`src/rtl/rn_pkg.sv`:
```
package rn_pkg;

    // Default sizing of the rename block
    localparam int DEF_ARCH_REGS = 16;
    localparam int DEF_PHYS_REGS = 32;
    localparam int DEF_REF_MAX   = 63;

    // Where an incoming rename request goes in the cycle it is presented
    typedef enum logic [1:0] {
        RT_IDLE  = 2'd0,
        RT_ISSUE = 2'd1,
        RT_DONE  = 2'd2,
        RT_STALL = 2'd3
    } rn_route_e;

    function automatic rn_route_e route_of(input logic valid, input logic is_move,
                                           input logic have_free);
        if (!valid)
            return RT_IDLE;
        if (is_move)
            return RT_DONE;
        if (have_free)
            return RT_ISSUE;
        return RT_STALL;
    endfunction

endpackage

```
`src/rtl/rn_alias_table.sv`:
```
module rn_alias_table #(
    parameter int NUM_ARCH = 16,
    parameter int AW       = 4,
    parameter int PW       = 5
) (
    input  logic          clk,
    input  logic          rst,
    input  logic [AW-1:0] rd_a_arch,
    output logic [PW-1:0] rd_a_preg,
    input  logic [AW-1:0] rd_b_arch,
    output logic [PW-1:0] rd_b_preg,
    input  logic          wr_en,
    input  logic [AW-1:0] wr_arch,
    input  logic [PW-1:0] wr_preg
);

    logic [PW-1:0] map_q [NUM_ARCH];

    always_ff @(posedge clk) begin
        if (rst) begin
            for (int i = 0; i < NUM_ARCH; i++)
                map_q[i] <= PW'(i);
        end else if (wr_en) begin
            map_q[wr_arch] <= wr_preg;
        end
    end

    assign rd_a_preg = map_q[rd_a_arch];
    assign rd_b_preg = map_q[rd_b_arch];

    // A mapping written in one cycle is what the table returns in the next
    AST_MAP_WRITE: assert property (@(posedge clk) disable iff (rst)
        wr_en |=> map_q[$past(wr_arch)] == $past(wr_preg)) else $error("map write lost");

endmodule

```
`src/rtl/rn_ref_counts.sv`:
```
module rn_ref_counts #(
    parameter int NUM_PHYS = 32,
    parameter int NUM_ARCH = 16,
    parameter int PW       = 5,
    parameter int CW       = 6
) (
    input  logic          clk,
    input  logic          rst,
    input  logic          inc_en,
    input  logic [PW-1:0] inc_preg,
    input  logic          dec_en,
    input  logic [PW-1:0] dec_preg,
    output logic          alloc_ok,
    output logic [PW-1:0] alloc_preg
);

    localparam logic [CW-1:0] CNT_MAX = {CW{1'b1}};

    logic [CW-1:0]       cnt_q [NUM_PHYS];
    logic [NUM_PHYS-1:0] inc_hit;
    logic [NUM_PHYS-1:0] dec_hit;
    logic [NUM_PHYS-1:0] free_vec;

    for (genvar g = 0; g < NUM_PHYS; g++) begin : g_slot
        assign inc_hit[g]  = inc_en && (inc_preg == PW'(g));
        assign dec_hit[g]  = dec_en && (dec_preg == PW'(g));
        assign free_vec[g] = (cnt_q[g] == '0);
    end

    always_ff @(posedge clk) begin
        if (rst) begin
            for (int i = 0; i < NUM_PHYS; i++)
                cnt_q[i] <= (i < NUM_ARCH) ? CW'(1) : '0;
        end else begin
            for (int i = 0; i < NUM_PHYS; i++) begin
                if (inc_hit[i] && !dec_hit[i])
                    cnt_q[i] <= cnt_q[i] + CW'(1);
                else if (dec_hit[i] && !inc_hit[i])
                    cnt_q[i] <= cnt_q[i] - CW'(1);
            end
        end
    end

    // Lowest-numbered free register wins
    always_comb begin
        alloc_ok   = 1'b0;
        alloc_preg = '0;
        for (int i = NUM_PHYS - 1; i >= 0; i--) begin
            if (free_vec[i]) begin
                alloc_ok   = 1'b1;
                alloc_preg = PW'(i);
            end
        end
    end

    AST_NO_OVERFLOW: assert property (@(posedge clk) disable iff (rst)
        (inc_en && !(dec_en && dec_preg == inc_preg)) |-> cnt_q[inc_preg] != CNT_MAX)
        else $error("reference count overflow");

    AST_RETIRE_LIVE: assert property (@(posedge clk) disable iff (rst)
        dec_en |-> cnt_q[dec_preg] != '0) else $error("retire of a free register");

    AST_FRESH_ONE: assert property (@(posedge clk) disable iff (rst)
        (inc_en && cnt_q[inc_preg] == '0) |=> cnt_q[$past(inc_preg)] == CW'(1))
        else $error("fresh allocation count not one");

    AST_LAST_REF_FREES: assert property (@(posedge clk) disable iff (rst)
        (dec_en && cnt_q[dec_preg] == CW'(1) && !(inc_en && inc_preg == dec_preg))
        |=> free_vec[$past(dec_preg)]) else $error("last retire did not free");

endmodule

```
`src/rtl/rn_ready_bits.sv`:
```
module rn_ready_bits #(
    parameter int NUM_PHYS = 32,
    parameter int PW       = 5
) (
    input  logic          clk,
    input  logic          rst,
    input  logic          clr_en,
    input  logic [PW-1:0] clr_preg,
    input  logic          set_en,
    input  logic [PW-1:0] set_preg,
    input  logic [PW-1:0] query_preg,
    output logic          query_rdy
);

    logic [NUM_PHYS-1:0] rdy_q;

    always_ff @(posedge clk) begin
        if (rst) begin
            rdy_q <= '1;
        end else begin
            if (set_en)
                rdy_q[set_preg] <= 1'b1;
            if (clr_en)
                rdy_q[clr_preg] <= 1'b0;
        end
    end

    // Same-cycle writeback is forwarded to the lookup
    assign query_rdy = rdy_q[query_preg] || (set_en && set_preg == query_preg);

    AST_CLR_PENDING: assert property (@(posedge clk) disable iff (rst)
        clr_en |=> !rdy_q[$past(clr_preg)]) else $error("new register not pending");

    AST_WB_SETS: assert property (@(posedge clk) disable iff (rst)
        (set_en && !(clr_en && clr_preg == set_preg)) |=> rdy_q[$past(set_preg)])
        else $error("writeback lost");

endmodule

```
`src/rtl/rn_move_rename.sv`:
```
module rn_move_rename
    import rn_pkg::*;
#(
    parameter int NUM_ARCH = DEF_ARCH_REGS,
    parameter int NUM_PHYS = DEF_PHYS_REGS,
    parameter int REF_MAX  = DEF_REF_MAX,
    parameter int AW       = $clog2(NUM_ARCH),
    parameter int PW       = $clog2(NUM_PHYS)
) (
    input  logic          clk,
    input  logic          rst,
    input  logic          ren_valid,
    input  logic          ren_is_move,
    input  logic [AW-1:0] ren_src,
    input  logic [AW-1:0] ren_dst,
    output logic          ren_ready,
    output logic [PW-1:0] ren_src_preg,
    output logic          ren_src_rdy,
    output logic [PW-1:0] ren_dst_preg,
    output logic          ren_dst_rdy,
    output logic [PW-1:0] ren_old_preg,
    output logic          ren_done,
    output logic          ren_dispatch,
    input  logic          wb_valid,
    input  logic [PW-1:0] wb_preg,
    input  logic          ret_valid,
    input  logic [PW-1:0] ret_preg
);

    localparam int CW = $clog2(REF_MAX + 1);

    logic          alloc_ok;
    logic [PW-1:0] alloc_preg;
    logic          fire;
    rn_route_e     route;

    assign route        = route_of(ren_valid, ren_is_move, alloc_ok);
    assign fire         = (route == RT_ISSUE) || (route == RT_DONE);
    assign ren_ready    = ren_is_move || alloc_ok;
    assign ren_done     = (route == RT_DONE);
    assign ren_dispatch = (route == RT_ISSUE);
    assign ren_dst_preg = ren_is_move ? ren_src_preg : alloc_preg;
    assign ren_dst_rdy  = ren_is_move && ren_src_rdy;

    rn_alias_table #(.NUM_ARCH(NUM_ARCH), .AW(AW), .PW(PW)) u_map (
        .clk       (clk),
        .rst       (rst),
        .rd_a_arch (ren_src),
        .rd_a_preg (ren_src_preg),
        .rd_b_arch (ren_dst),
        .rd_b_preg (ren_old_preg),
        .wr_en     (fire),
        .wr_arch   (ren_dst),
        .wr_preg   (ren_dst_preg)
    );

    rn_ref_counts #(.NUM_PHYS(NUM_PHYS), .NUM_ARCH(NUM_ARCH), .PW(PW), .CW(CW)) u_cnt (
        .clk        (clk),
        .rst        (rst),
        .inc_en     (fire),
        .inc_preg   (ren_dst_preg),
        .dec_en     (ret_valid),
        .dec_preg   (ret_preg),
        .alloc_ok   (alloc_ok),
        .alloc_preg (alloc_preg)
    );

    rn_ready_bits #(.NUM_PHYS(NUM_PHYS), .PW(PW)) u_rdy (
        .clk        (clk),
        .rst        (rst),
        .clr_en     (route == RT_ISSUE),
        .clr_preg   (alloc_preg),
        .set_en     (wb_valid),
        .set_preg   (wb_preg),
        .query_preg (ren_src_preg),
        .query_rdy  (ren_src_rdy)
    );

    AST_MOVE_NEVER_STALLS: assert property (@(posedge clk) disable iff (rst)
        (ren_valid && !ren_ready) |-> !ren_is_move) else $error("move stalled");

    AST_ONE_ROUTE: assert property (@(posedge clk) disable iff (rst)
        !(ren_done && ren_dispatch)) else $error("request routed twice");

endmodule

```
`config.mk`:
```
export PLATFORM = sky130hd
export DESIGN_NAME = rn_move_rename
export DESIGN_NICKNAME = d
export VERILOG_FILES = /design/src/rtl/rn_pkg.sv /design/src/rtl/rn_alias_table.sv /design/src/rtl/rn_ref_counts.sv /design/src/rtl/rn_ready_bits.sv /design/src/rtl/rn_move_rename.sv
export SDC_FILE = /design/constraint.sdc
export NUM_CORES = 1
export LEC_CHECK = 0
export ABC_AREA = 0
export CELL_PAD_IN_SITES_DETAIL_PLACEMENT = 0
export CELL_PAD_IN_SITES_GLOBAL_PLACEMENT = 2
export CORE_MARGIN = 2
export CORE_UTILIZATION = 42
export DETAILED_ROUTE_END_ITERATION = 8
export PLACE_DENSITY_LB_ADDON = 0.1
export SLEW_MARGIN = 15
export SYNTH_ARGS = -nofsm -noshare
export SYNTH_HDL_FRONTEND = slang
export SYNTH_SLANG_ARGS = --single-unit
```
`constraint.sdc`:
```
create_clock -name clk -period 6.1 [get_ports clk]
set_clock_uncertainty 0.2 [all_clocks]
set_input_delay 0.61 -clock clk [delete_from_list [all_inputs] [get_ports clk]]
set_output_delay 0.61 -clock clk [all_outputs]
set_load 0.01 [all_outputs]
```
==> metrics.md <==
| Metric | Value |
|---|---|
| Routed len/inst | `20.0 um` |
| Worst path most repeated cell | `a21o_1` |
| Clk pin slew, worst setup/hold paths | `60 ps` |
| Root buffer cell | `clkbuf_16` |
| Status | `complete, no violations` |
| CP arrival | `5670 ps` |
| F_max | `179 MHz` |
| Vias | `14800` |
| Final Cycle Share | `91.7%` |
| Hold_ws | `304 ps` |
| Final hold vios | `0` |
| Tightest Pin Transition | `957 ps` |
| Comb power frac | `16.0%` |
| Clk Latency, worst-skew pair | `560 ps` |
| Ant diodes | `0` |
| Post-Syn Area per Cell | `10.4 um2` |
| Sw power | `1.59 mW` |
| GPL Wtd Cong | `0.862` |
| Die ar. | `50300 um2` |
| Clk network pwr share | `40.9%` |
| CTS tree | `yes` |
| Sequential power share | `43.1%` |
| Routed Antenna Nets | `0` |
| Power Density | `248 nW/um2` |
| Maxcap violations | `0` |
| Top cells by area, synth | `edfxtp_1, ha_1, nor2_1` |
| Setup Viol. Count Final | `0` |
| DP Wirelength | `40.2 mm` |
| Crit-path cells | `inv_1, ha_1, nor3b_1, a22oi_1, nand3_1, nor2_1, a21oi_1, o31a_1, inv_2, nand3_1, o21ai_1, inv_1, ha_1, a21o_1, a21o_1, a21o_1, a21oi_1, xor2_1, xnor2_1, nor2_1` |
| Post-synthesis async set-or-reset flop share | `0%` |
| Fillers | `4489` |
| Sink Count | `304` |
| Tmin final | `5590 ps` |
| Crit-path slowest cell | `o21ai_1` |
| Ys flop type | `edfxtp_1` |
| Placed insts | `2612` |
| Post-CTS resize count | `0` |
| Cts hold-fix bufs | `0` |
| Crit. End Element | `flop` |
| CP Launch Type | `flop` |
| Sw Share | `27.9%` |
| P_int | `4.12 mW` |
| Yosys top cell area share | `40.1%` |
| Overflow after GRT | `0` |
| Post-synth EDFFs | `272` |
| Netlist cell types | `80` |
| Worst endpoint required time | `6170 ps` |
| Dpl ws | `-27.9 ps` |
| Post-Route WL | `53.7 mm` |
| Worst Hold Class | `flop to flop` |
| Post-CTS setup buffers | `0` |
| P&R area growth vs syn | `12.8%` |
| Fin worst setup slack | `507 ps` |
| IO buf count | `43` |
| Number of global-route vias before repair | `15000` |
| Initial Util | `42.6%` |
| Relative slew margins | `36.2%` |
| Commonest non-fill, non-tap cells in the layout | `nor2_1, edfxtp_1, a21oi_1` |
| Top cell type by total area after synthesis | `edfxtp_1` |
| CTS Buf Count | `40` |
| # DRC | `0` |
| GRT Util Overall | `21.7%` |
| Post-route insts no fill | `2684` |
| CP peak stage delay | `480 ps` |
| Total power | `5.71 mW` |
| Largest net degree at the start of global routing | `90` |
| # IOs | `44` |
| Commonest non-fill, non-tap cell in the layout | `nor2_1` |
| Chip height | `224 um` |
| Clk buf depth | `3` |
| Core box area | `47800 um2` |
| Crit Path Class | `flop to flop` |
| Synth warn | `0` |
| Seq cells post-synth | `304` |
| Share of post-route cells with drive strength above 1 | `10.8%` |
| Critical path peak fanout | `10` |
| RSZ-0062 raised after global routing | `no` |
| Cell count after synthesis | `1967` |
| Final net count | `2220` |
| Die width | `224 um` |
| Htree depth | `2` |
| First-pass GRT wire length | `84.7 mm` |
| Post-Syn Area | `20400 um2` |
| Post-Syn Nets | `2148` |
| # rows | `80` |
| DRT iter0 DRCs | `852` |
| Max VDD drop | `0.166 mV` |
| Via density | `5.53` |
| First drt pass iteration count | `5` |
| Static Leak | `9.66 nW` |
| Seq/Total Area, Yosys | `43.2%` |
| Initial antenna violation count | `0` |
| Slew Viols, Final | `0` |
logic make-up (layout without fill, tap and decap cells):
| group | Yosys count | after routing | synth area share (%) |
|---|---|---|---|
| buffers and inverters | 196 | 298 | 3.77 |
| xor gates and xnor gates | 154 | 154 | 6.62 |
| DFF | 304 | 304 | 43.2 |
| AOI/OAI and AO/OA | 372 | 372 | 12.0 |
| muxes | 76 | 76 | 6.96 |
| adders and majority gates | 157 | 157 | 10.8 |
| and+or+nand+nor | 708 | 708 | 16.7 |
power groups by stage:
| stage | Combinational (mW) | Sequential [mW] | Clock, mW |
|---|---|---|---|
| floorplan | 0.609 | 2.47 | 0 |
| global placement | 0.907 | 2.50 | 0 |
| detailed placement | 0.913 | 2.50 | 0 |
| CTS | 0.917 | 2.46 | 2.40 |
| global route | 1.00 | 2.47 | 2.47 |
| finish | 0.915 | 2.46 | 2.33 |
area by class of cell:
cell class,count,area [um2],area share (%)
tap,615,769,3.35
timing repair buffer,95,831,3.61
multi-input combinational,1467,10800,47.0
inverter,131,494,2.15
clock buffer,48,1060,4.62
sequential,304,8810,38.3
clock inverter,24,223,0.969
path summary, 6_finish.rpt:
path                            depth (start not counted)                  end  slack, ps                start
worst max-delay path                                   20  u_cnt.cnt_q[0][161]        510  u_cnt.cnt_q[0][102]
worst min-delay path                                    2      u_rdy.rdy_q[23]        300      u_rdy.rdy_q[23]
worst max register to register                         20  u_cnt.cnt_q[0][161]        510  u_cnt.cnt_q[0][102]
worst min register to register                          2      u_rdy.rdy_q[23]        300      u_rdy.rdy_q[23]
stage by stage:
| stage | TNS (ps) | area (um2) | util [%] |
|---|---|---|---|
| after CTS | 0 | 23000 | 48.0 |
| final | 0 | 23000 | 48.0 |
| after global placement | 0 | 21700 | 45.4 |
| after detailed placement | -27.9 | 21700 | 45.4 |
| after global routing | 0 | 23000 | 48.0 |
| after floorplan | 0 | 20400 | - |
state kept, by name, summed over array words and instances (netlist names):
| name | cells |
|---|---|
| u_map.map_q | 80 |
| u_cnt.cnt_q | 192 |
| u_rdy.rdy_q | 32 |
cell usage after synthesis (all sizes together), types with 22 or more instances:
library cell and n:
nor2 313, edfxtp 272, a21oi 146, inv 131, ha 126, nand2 93
xnor2 83, a21o 82, xor2 71, nand2b 63, nand3 61, mux4 52
clkbuf 44, dfxtp 32, or2 32, fa 31, o21bai 31, o211ai 26
nor3 24, o21ai 23, nor2b 22
critical path: cells and delay by family, from the launching register on:
kind | cells | cell delay, ps
compound gates | 8 | 2040
xor+xnor | 2 | 330
simple gates | 5 | 1180
flops | 1 | 460
fa+ha+maj | 2 | 570
buf+inv | 3 | 500
layer usage:
layer	GRT usage [%]	wire length (um)
met2	36.5	25700
met4	6.96	1450
met1	28.7	24000
met5	0	0
met3	3.41	2560
No activity file was read; power rests on OpenSTA's default activity.
